`src/rtl/txd_csr_pkg.sv`:
```
package txd_csr_pkg;
  localparam int REG_W      = 32;
  localparam int STRIDE     = 32;
  localparam int OFF_CFG    = 0;
  localparam int OFF_CRED   = 4;
  localparam int OFF_BSTS   = 8;
  localparam int ADDR_STAT  = 'h100;
  localparam int ADDR_ERR   = 'h104;
  localparam int ERR_ADDR_B = 31;
  localparam int ERR_DW_B   = 30;
  localparam int ERR_BUSY_B = 9;
  localparam int STAT_EMP_B = 24;
  localparam int STAT_NPD_B = 16;

  typedef enum logic [1:0] {
    MODE_OFF       = 2'd0,
    MODE_PAUSE_EOF = 2'd1,
    MODE_RUN       = 2'd2,
    MODE_RSVD      = 2'd3
  } chan_mode_e;

  typedef struct packed {
    logic [1:0] mode;
    logic [1:0] cpu_irq;
    logic [1:0] host_irq;
    logic       req_en;
  } chan_cfg_t;

  function automatic chan_cfg_t cfg_from_word(input logic [REG_W-1:0] w);
    chan_cfg_t c;
    c.mode     = w[31:30];
    c.cpu_irq  = w[23:22];
    c.host_irq = w[21:20];
    c.req_en   = w[3];
    return c;
  endfunction

  function automatic logic [REG_W-1:0] word_from_cfg(input chan_cfg_t c);
    logic [REG_W-1:0] w;
    w        = '0;
    w[31:30] = c.mode;
    w[23:22] = c.cpu_irq;
    w[21:20] = c.host_irq;
    w[3]     = c.req_en;
    return w;
  endfunction
endpackage

```
`src/rtl/txd_chan_regs.sv`:
```
module txd_chan_regs
  import txd_csr_pkg::*;
#(
  parameter int CRED_W = 8
) (
  input  logic              clk,
  input  logic              rst,
  input  logic              cfg_we,
  input  logic              cred_we,
  input  logic [REG_W-1:0]  wdata,
  input  logic              grant,
  input  logic              fifo_full,
  output chan_cfg_t         cfg,
  output logic [CRED_W-1:0] credit,
  output logic              mismatch
);
  localparam logic [CRED_W-1:0] CRED_MAX = {CRED_W{1'b1}};

  always_ff @(posedge clk) begin
    if (rst) cfg <= '0;
    else if (cfg_we) cfg <= cfg_from_word(wdata);
  end

  always_ff @(posedge clk) begin
    if (rst) begin
      credit <= '0;
    end else if (cred_we && !grant) begin
      if (credit != CRED_MAX) credit <= credit + 1'b1;
    end else if (grant && !cred_we) begin
      if (credit != '0) credit <= credit - 1'b1;
    end
  end

  assign mismatch = fifo_full && (credit != '0);

  assert_credit_floor_R6: assert property (@(posedge clk) disable iff (rst)
    (grant && !cred_we && credit == '0) |=> credit == '0);
  assert_credit_inc_R6: assert property (@(posedge clk) disable iff (rst)
    (cred_we && !grant && credit != CRED_MAX) |=> credit == CRED_W'($past(credit) + 1'b1));
  assert_credit_hold_R6: assert property (@(posedge clk) disable iff (rst)
    (cred_we && grant) |=> $stable(credit));
endmodule

```
`src/rtl/txd_err_bank.sv`:
```
module txd_err_bank
  import txd_csr_pkg::*;
#(
  parameter int N_CH = 8
) (
  input  logic             clk,
  input  logic             rst,
  input  logic [REG_W-1:0] set_vec,
  input  logic             clr_we,
  input  logic [REG_W-1:0] wdata,
  output logic [REG_W-1:0] err
);
  localparam logic [REG_W-1:0] CH_MASK = REG_W'((64'd1 << N_CH) - 64'd1);
  localparam logic [REG_W-1:0] IMPL =
    (REG_W'(1) << ERR_ADDR_B) | (REG_W'(1) << ERR_DW_B) |
    (CH_MASK << ERR_BUSY_B) | CH_MASK;

  logic [REG_W-1:0] clr_vec;
  assign clr_vec = clr_we ? wdata : '0;

  genvar b;
  generate
    for (b = 0; b < REG_W; b++) begin : g_bit
      if (IMPL[b]) begin : g_live
        always_ff @(posedge clk) begin
          if (rst) err[b] <= 1'b0;
          else if (set_vec[b]) err[b] <= 1'b1;
          else if (clr_vec[b]) err[b] <= 1'b0;
        end
        assert_set_wins_R10: assert property (@(posedge clk) disable iff (rst)
          set_vec[b] |=> err[b]);
        assert_w1c_R10: assert property (@(posedge clk) disable iff (rst)
          (clr_vec[b] && !set_vec[b]) |=> !err[b]);
        assert_sticky_R7: assert property (@(posedge clk) disable iff (rst)
          (err[b] && !clr_vec[b]) |=> err[b]);
      end else begin : g_dead
        assign err[b] = 1'b0;
      end
    end
  endgenerate
endmodule

```
`src/rtl/txd_csr.sv`:
```
module txd_csr
  import txd_csr_pkg::*;
#(
  parameter int N_CH   = 8,
  parameter int ADDR_W = 9,
  parameter int CRED_W = 8
) (
  input  logic                clk,
  input  logic                rst,
  input  logic                wr_en,
  input  logic                rd_en,
  input  logic [ADDR_W-1:0]   addr,
  input  logic [REG_W-1:0]    wdata,
  output logic [REG_W-1:0]    rdata,
  input  logic [N_CH-1:0]     buf_empty,
  input  logic [N_CH-1:0]     no_pend,
  input  logic [N_CH-1:0]     dma_grant,
  input  logic [N_CH-1:0]     fifo_full,
  input  logic [N_CH-1:0]     start_busy_evt,
  input  logic                addr_err_evt,
  input  logic                dword_err_evt,
  output logic [2*N_CH-1:0]   chan_mode,
  output logic [N_CH-1:0]     chan_req_en,
  output logic [2*N_CH-1:0]   chan_host_irq,
  output logic [2*N_CH-1:0]   chan_cpu_irq
);
  chan_cfg_t         cfg    [N_CH];
  logic [CRED_W-1:0] credit [N_CH];
  logic [N_CH-1:0]   cfg_we, cred_we, mismatch;
  logic [REG_W-1:0]  err_q, set_vec, rd_next;
  logic              err_we;

  genvar c;
  generate
    for (c = 0; c < N_CH; c++) begin : g_ch
      assign cfg_we[c]  = wr_en && (addr == ADDR_W'(c*STRIDE + OFF_CFG));
      assign cred_we[c] = wr_en && (addr == ADDR_W'(c*STRIDE + OFF_CRED));

      txd_chan_regs #(.CRED_W(CRED_W)) u_chan (
        .clk(clk), .rst(rst), .cfg_we(cfg_we[c]), .cred_we(cred_we[c]),
        .wdata(wdata), .grant(dma_grant[c]), .fifo_full(fifo_full[c]),
        .cfg(cfg[c]), .credit(credit[c]), .mismatch(mismatch[c]));

      assign chan_mode[2*c +: 2]     = cfg[c].mode;
      assign chan_req_en[c]          = cfg[c].req_en;
      assign chan_host_irq[2*c +: 2] = cfg[c].host_irq;
      assign chan_cpu_irq[2*c +: 2]  = cfg[c].cpu_irq;
    end
  endgenerate

  assign err_we = wr_en && (addr == ADDR_W'(ADDR_ERR));

  always_comb begin
    set_vec             = '0;
    set_vec[ERR_ADDR_B] = addr_err_evt;
    set_vec[ERR_DW_B]   = dword_err_evt;
    for (int i = 0; i < N_CH; i++) begin
      set_vec[ERR_BUSY_B + i] = start_busy_evt[i];
      set_vec[i]              = mismatch[i];
    end
  end

  txd_err_bank #(.N_CH(N_CH)) u_err (
    .clk(clk), .rst(rst), .set_vec(set_vec), .clr_we(err_we),
    .wdata(wdata), .err(err_q));

  always_comb begin
    rd_next = '0;
    for (int i = 0; i < N_CH; i++) begin
      if (addr == ADDR_W'(i*STRIDE + OFF_CFG))  rd_next = word_from_cfg(cfg[i]);
      if (addr == ADDR_W'(i*STRIDE + OFF_CRED)) rd_next = REG_W'(credit[i]);
      if (addr == ADDR_W'(i*STRIDE + OFF_BSTS))
        rd_next = {29'd0, buf_empty[i] & no_pend[i], no_pend[i], buf_empty[i]};
    end
    if (addr == ADDR_W'(ADDR_STAT)) begin
      for (int i = 0; i < N_CH; i++) begin
        rd_next[STAT_EMP_B + i] = buf_empty[i];
        rd_next[STAT_NPD_B + i] = no_pend[i];
      end
    end
    if (addr == ADDR_W'(ADDR_ERR)) rd_next = err_q;
  end

  always_ff @(posedge clk) begin
    if (rst) rdata <= '0;
    else if (rd_en) rdata <= rd_next;
  end

  assert_rdata_hold_R3: assert property (@(posedge clk) disable iff (rst)
    !rd_en |=> $stable(rdata));
  assert_mode_stable_R11: assert property (@(posedge clk) disable iff (rst)
    (cfg_we == '0) |=> $stable(chan_mode) && $stable(chan_req_en));
endmodule

```
`config.mk`:
```
export PLATFORM = sky130hd
export DESIGN_NAME = txd_csr
export DESIGN_NICKNAME = d
export VERILOG_FILES = /design/src/rtl/txd_csr_pkg.sv /design/src/rtl/txd_chan_regs.sv /design/src/rtl/txd_err_bank.sv /design/src/rtl/txd_csr.sv
export SDC_FILE = /design/constraint.sdc
export NUM_CORES = 1
export LEC_CHECK = 0
export ABC_AREA = 1
export BUFFER_PORTS_ARGS = -buffer_cell sky130_fd_sc_hd__buf_2
export CAP_MARGIN = 30
export CORE_MARGIN = 5
export CORE_UTILIZATION = 60
export DETAILED_ROUTE_END_ITERATION = 10
export PLACE_DENSITY = 0.84
export REMOVE_ABC_BUFFERS = 1
export SYNTH_ARGS = -nofsm -noshare
export SYNTH_HDL_FRONTEND = slang
export SYNTH_SLANG_ARGS = --single-unit
```
`constraint.sdc`:
```
create_clock -name clk -period 7.3 [get_ports clk]
set_input_delay 1.095 -clock clk [delete_from_list [all_inputs] [get_ports clk]]
set_output_delay 1.095 -clock clk [all_outputs]
set_load 0.05 [all_outputs]
```
# Word level (Yosys, flattened, before mapping)
# Cells that the tools add are included.
# classes
n_addsub	16
mul	0
n_div	0
n_lt_le_gt_ge	0
n_eq_ne	41
n_shift	0
mux	95
n_bitwise	8
reduce_logical	108
# ops
op	n
$mux W32	26
$mux W8	32
$eq A9 B8 Y1 const B	12
$reduce_bool A2 Y1	34
$add A8 B1 Y8 const B	8
$ne A8 B8 Y1 const B	8
$reduce_bool A8 Y1	8
$sub A8 B1 Y8 const B	8
$eq A9 B7 Y1 const B	6
$logic_and A1 B1 Y1	41
$mux W1	36
$eq A9 B6 Y1 const B	3
$reduce_and A3 Y1	8
$eq A9 B9 Y1 const B	2
$logic_not A1 Y1	16
$mux W16	1
$ne A2 B2 Y1 const B	8
$eq A9 B3 Y1 const B	1
$eq A9 B4 Y1 const B	1
$logic_not A9 Y1	1
$and A1 B1 Y1	8
# word_totals
regBits	170
latch_bits	0
mem_bits_rw	0
romBits	0
inputBits	87
out_inout_bits	88
wordCells	327
n_memories	0

# Logic depth before layout (Yosys ltp)
# logic_depth
ltp_word	27
depth_mapped	23
ltp_nobuf	23

# Modules after synthesis
# Synthesis repeated with hierarchy kept, for this count alone.
# hier_totals
cells_unflattened	1884
area_unflattened_um2	11788.8
# by_module_without_submodules
mod	n_inst	cells_per_inst	area_each_um2	seq_area_each_um2
txd_chan_regs at g_ch[0].u_chan ...	6	162	1009.7	300.3
txd_csr	1	475	2791.4	640.6
txd_chan_regs at g_ch[7].u_chan	1	166	1041.0	300.3
txd_chan_regs at g_ch[6].u_chan	1	162	1029.7	300.3
txd_err_bank	1	109	868.3	360.3

# Worst setup path before layout
# No wires, ideal clock.
# synth_path
path_kind	in2reg
from	input wr_en
to	register g_ch[5].u_chan.credit[7]
setup_ns	0.133
arrival_ns	3.732
t_required_ns	7.167
path_slack_ns	3.435
path_stages	15
n_path_buf	3
cell_sequence	clkbuf_1 > buf_1 > clkbuf_1 > nand4_1 > ha_1 > a21oi_1 > nand2_1 > nand2_1 > nand2_1 > a21oi_1 > o21bai_1 > a21oi_1 > xor2_1 > and3_1 > nor3_1
# synth_between
elab_chain_len	5
elab_cells_between_ends	9
classes_between	eq/ne (1); mux (1); reduce/logical (7)
# synth_lines
item	line_no	source
start, declared	txd_csr.sv:10	input logic wr_en,
$logic_and A1 B1 Y1 (*)	txd_csr.sv:37	assign cred_we[c] = wr_en && (addr == ADDR_W'(c*STRIDE + OFF_CRED));
$logic_not A1 Y1	txd_chan_regs.sv:29	end else if (grant && !cred_we) begin
$logic_and A1 B1 Y1	txd_chan_regs.sv:29	
$reduce_bool A2 Y1 (no source line)	-	
$reduce_and A3 Y1 (no source line)	-	
end signal, assigned	txd_chan_regs.sv:28	if (credit != CRED_MAX) credit <= credit + 1'b1;
end signal, assigned	txd_chan_regs.sv:30	if (credit != '0) credit <= credit - 1'b1;
end, declared	txd_chan_regs.sv:14	output logic [CRED_W-1:0] credit,
# Mark *: on every way between the ends. The rest lies on a longest branch, timed or not.
# A chain may end at the register's enable or synchronous reset.

# Final worst setup path
# layout_path
from	input addr[5]
to	register g_ch[6].u_chan.credit[7]
# layout_between
elab_chain_len	6
elab_cells_between_ends	10
classes_between	eq/ne (2); mux (1); reduce/logical (7)
# layout_lines
item	line_no	source
start, declared	txd_csr.sv:12	input logic [ADDR_W-1:0] addr,
$eq A9 B8 Y1 (*)	txd_csr.sv:37	
$logic_and A1 B1 Y1 (*)	txd_csr.sv:37	
$logic_not A1 Y1	txd_chan_regs.sv:29	
$logic_and A1 B1 Y1	txd_chan_regs.sv:29	
$reduce_bool A2 Y1 (no source line)	-	
$reduce_and A3 Y1 (no source line)	-	
end signal, assigned	txd_chan_regs.sv:28	
end signal, assigned	txd_chan_regs.sv:30	
end, declared	txd_chan_regs.sv:14	
# Marked as above.

==> flow_metrics.py <==
metrics = {
    "synthesis": {
        "synth_cell_types": 57,
        "ys_warn_count": 0,
        "yosysTopAreaCell": "dfxtp_1",
        "syn_inst": 1451,
        "synth_top_area_share_pct": 33.2,
        "synth_edf_count": 0,
        "synthTopCellsByArea": "dfxtp_1 33%, a21oi_1 10%, nand2_1 9.3%",
        "ys.flop_type": "dfxtp_1",
        "syn_area_um2": 10200,
        "ys_seq_elements": 169,
        "ys_async_sr_fraction_pct": 0,
        "seq_area_frac_synth_pct": 33.2,
        "syn_avg_cell_area_um2": 7.02,
    },
    "timing": {
        "rsz0062_at_grt": "false",
        "hold_viol_final": 0,
        "maxSlewHeadroom_pct": 39.9,
        "fin_skew_ps": 13.5,
        "max_freq_mhz": 258,
        "min_period_ps": 3870,
        "final.setup.tns_ps": 0,
        "maxSlewViolCount": 0,
        "setup_viol": 0,
        "worstMarginPinSlew_ps": 899,
        "fin_crit_sh_pct": 53.0,
    },
    "global_route": {
        "overflow": 0,
        "grt_pass1_wl_mm": 48.8,
        "grt_pass1_vias": 9835,
        "grt_max_degree": 65,
        "antenna_found_initial": 1,
        "track_usage_pct": 30.1,
    },
    "power": {
        "power.density_nw_per_um2": 265,
        "vdd_drop_max_mv": 0.200,
        "p_leak_nw": 5.09,
    },
    "clock_network": {
        "cts_tree": "done",
        "cts_resized": 0,
        "clk-insertion-delay-late_ps": 440,
        "numClockSinks": 169,
        "cts_htree_levels": 4,
        "cts_setup_buffers": 0,
        "ctsHoldBuffers": 0,
        "numCtsBuffers": 17,
        "clk_pin_slew_ps": 70,
        "root_buffer": "clkbuf_16",
        "clock_path_buffers": 2,
    },
    "floorplanning": {
        "die_x_um": 140,
        "core_area_um2": 16600,
        "die_height_um": 140,
        "ios": 175,
        "start_util_pct": 61.2,
        "die_area_um2": 19700,
        "row_count": 47,
    },
    "run": {
        "cap_viol_max_count": 0,
    },
    "worst_setup_path": {
        "critPathArrivalTime_ps": 4250,
        "end_kind": "flop",
        "max_stage_delay_ps": 480,
        "critical_path.cell_chain": "buf_2 -> nor2_2 -> nand2_2 -> nor2_1 -> inv_1 -> nor2_1 -> inv_1 -> nor2_1 -> nand3b_1 -> ha_1 -> nand3_1 -> nand2_1 -> a21oi_1 -> o21bai_1 -> nand2_1 -> nand2_1 -> a21oi_1 -> or2_2 -> nand3_1 -> o21ai_0 -> a21oi_1",
        "critPathLaunchType": "input pin",
        "required_ps": 7670,
        "crit_fanout": 7,
        "critPathKind": "input pin to flop",
        "crit_slowest_cell": "ha_1",
    },
    "route": {
        "drt-initial-drc-count": 1005,
        "vias_per_cell": 5.83,
        "vias": 10600,
        "drt_wl_total_mm": 30.4,
        "wl_per_cell_um": 16.7,
        "drt_pass1_iterations": 8,
        "ant_nets": 0,
        "drc": 0,
    },
    "final_layout": {
        "nNetsFinal": 1729,
        "area_growth_syn_to_layout_pct": 14.0,
        "final_core_util_pct": 69.8,
        "drive_above_1_share_pct": 17.2,
    },
    "run_status": {
        "status": "completed",
    },
    "placed_design": {
        "dp.final_hpwl_mm": 22.3,
        "port_buffers": 163,
        "globalplace.congestion": 0.912,
    },
    "hold_path": {
        "min_path_type": "flop to flop",
    },
}
[power by group]
group	switching (W)	internal, W	total, W
sequential	0.000174	0.00105	0.00122
clock	0.000406	0.000471	0.000877
combinational	0.000576	0.000408	0.000984
total	0.00116	0.00192	0.00308
[per-layer routing]
metal,track usage (%),routed length [um]
met1,40.0,12700
met2,48.1,13800
met3,6.13,2980
met4,11.6,954
met5,0,0
[layout by cell type (no fill, tap or decap), types with 9 or more instances in the layout]
cell / n
nand3_1: 79
xnor2_1: 21
clkbuf_16: 17
ha_1: 48
inv_2: 12
nor2_2: 16
o21ai_1: 19
nand2_1: 252
xor2_1: 16
inv_1: 153
nor2_1: 101
a31oi_1: 9
nand2_2: 11
o21ai_0: 123
dfxtp_1: 169
nor2_4: 14
nand4_1: 29
nor3_1: 17
a21oi_1: 208
buf_2: 163
nor4_1: 17
[state kept, by name, indices dropped and copies added (netlist names)]
register	flops
g_ch.u_chan.cfg	56
g_ch.u_chan.credit	64
rdata	31
u_err.err	18
[layout make-up]
cell class,count,area (um2)
multi-input cells,1059,5900
fillers,1420,5030
flip-flops and latches,169,3380
repair buffers,169,861
inverters,170,646
clock buffers,17,425
well taps,220,275
clock inverters,12,119
diodes,2,5.00
[cells by family (layout without fill, tap and decap cells)]
logic type      count (synthesis)  after routing  share of synthesized area (%)
compound gates                401            401                           21.0
flops                         169            169                           33.2
mux                             2              2                          0.196
other cells                     1              3                         0.0368
buf+inv                       223            368                           8.89
simple gates                  562            562                           26.0
fa+ha+maj                      56             56                           7.47
xor+xnor                       37             37                           3.18
[path summary, 6_finish.rpt]
| check | endpoint | depth (start not counted) | slack, ps | startpoint |
|---|---|---|---|---|
| worst max-delay path | g_ch[6].u_chan.credit[7] | 21 | 3430 | addr[5] |
| worst min-delay path | rdata[24] | 2 | 470 | rdata[24] |
| worst max register to register | g_ch[5].u_chan.credit[7] | 11 | 5130 | g_ch[5].u_chan.credit[2] |
| worst min register to register | rdata[24] | 2 | 470 | rdata[24] |
[metrics by stage]
| step | total power, W | instances | area (um2) | hold slack [ps] | setup WS (ps) |
|---|---|---|---|---|---|
| detailed placement | 0.00219 | 1786 | 11100 | 455 | 3050 |
| finish | 0.00308 | 1818 | 11600 | 467 | 3430 |
| floorplan | 0.00194 | 1398 | 9930 | 437 | 3610 |
| global placement | 0.00215 | 1786 | 11100 | 449 | 3130 |
| global route | 0.00328 | 1817 | 11600 | 485 | 3030 |
| CTS | 0.00306 | 1815 | 11600 | 465 | 3480 |
[Yosys cell counts, drive strengths merged (19+ instances only)]
| cell | count |
|---|---|
| nand2 | 265 |
| a21oi | 208 |
| dfxtp | 169 |
| inv | 167 |
| o21ai | 143 |
| nor2 | 132 |
| nand3 | 81 |
| ha | 48 |
| clkbuf | 33 |
| nand4 | 29 |
| xnor2 | 21 |
| buf | 20 |
| nor3 | 19 |
[critical path: cells and delay by family]
family                     cells  cell delay [ps]
AOI/OAI and AO/OA              5              600
buffers and inverters          3              340
adders and majority gates      1              480
and+or+nand+nor               12             1720
No activity file was read; power rests on OpenSTA's default activity.
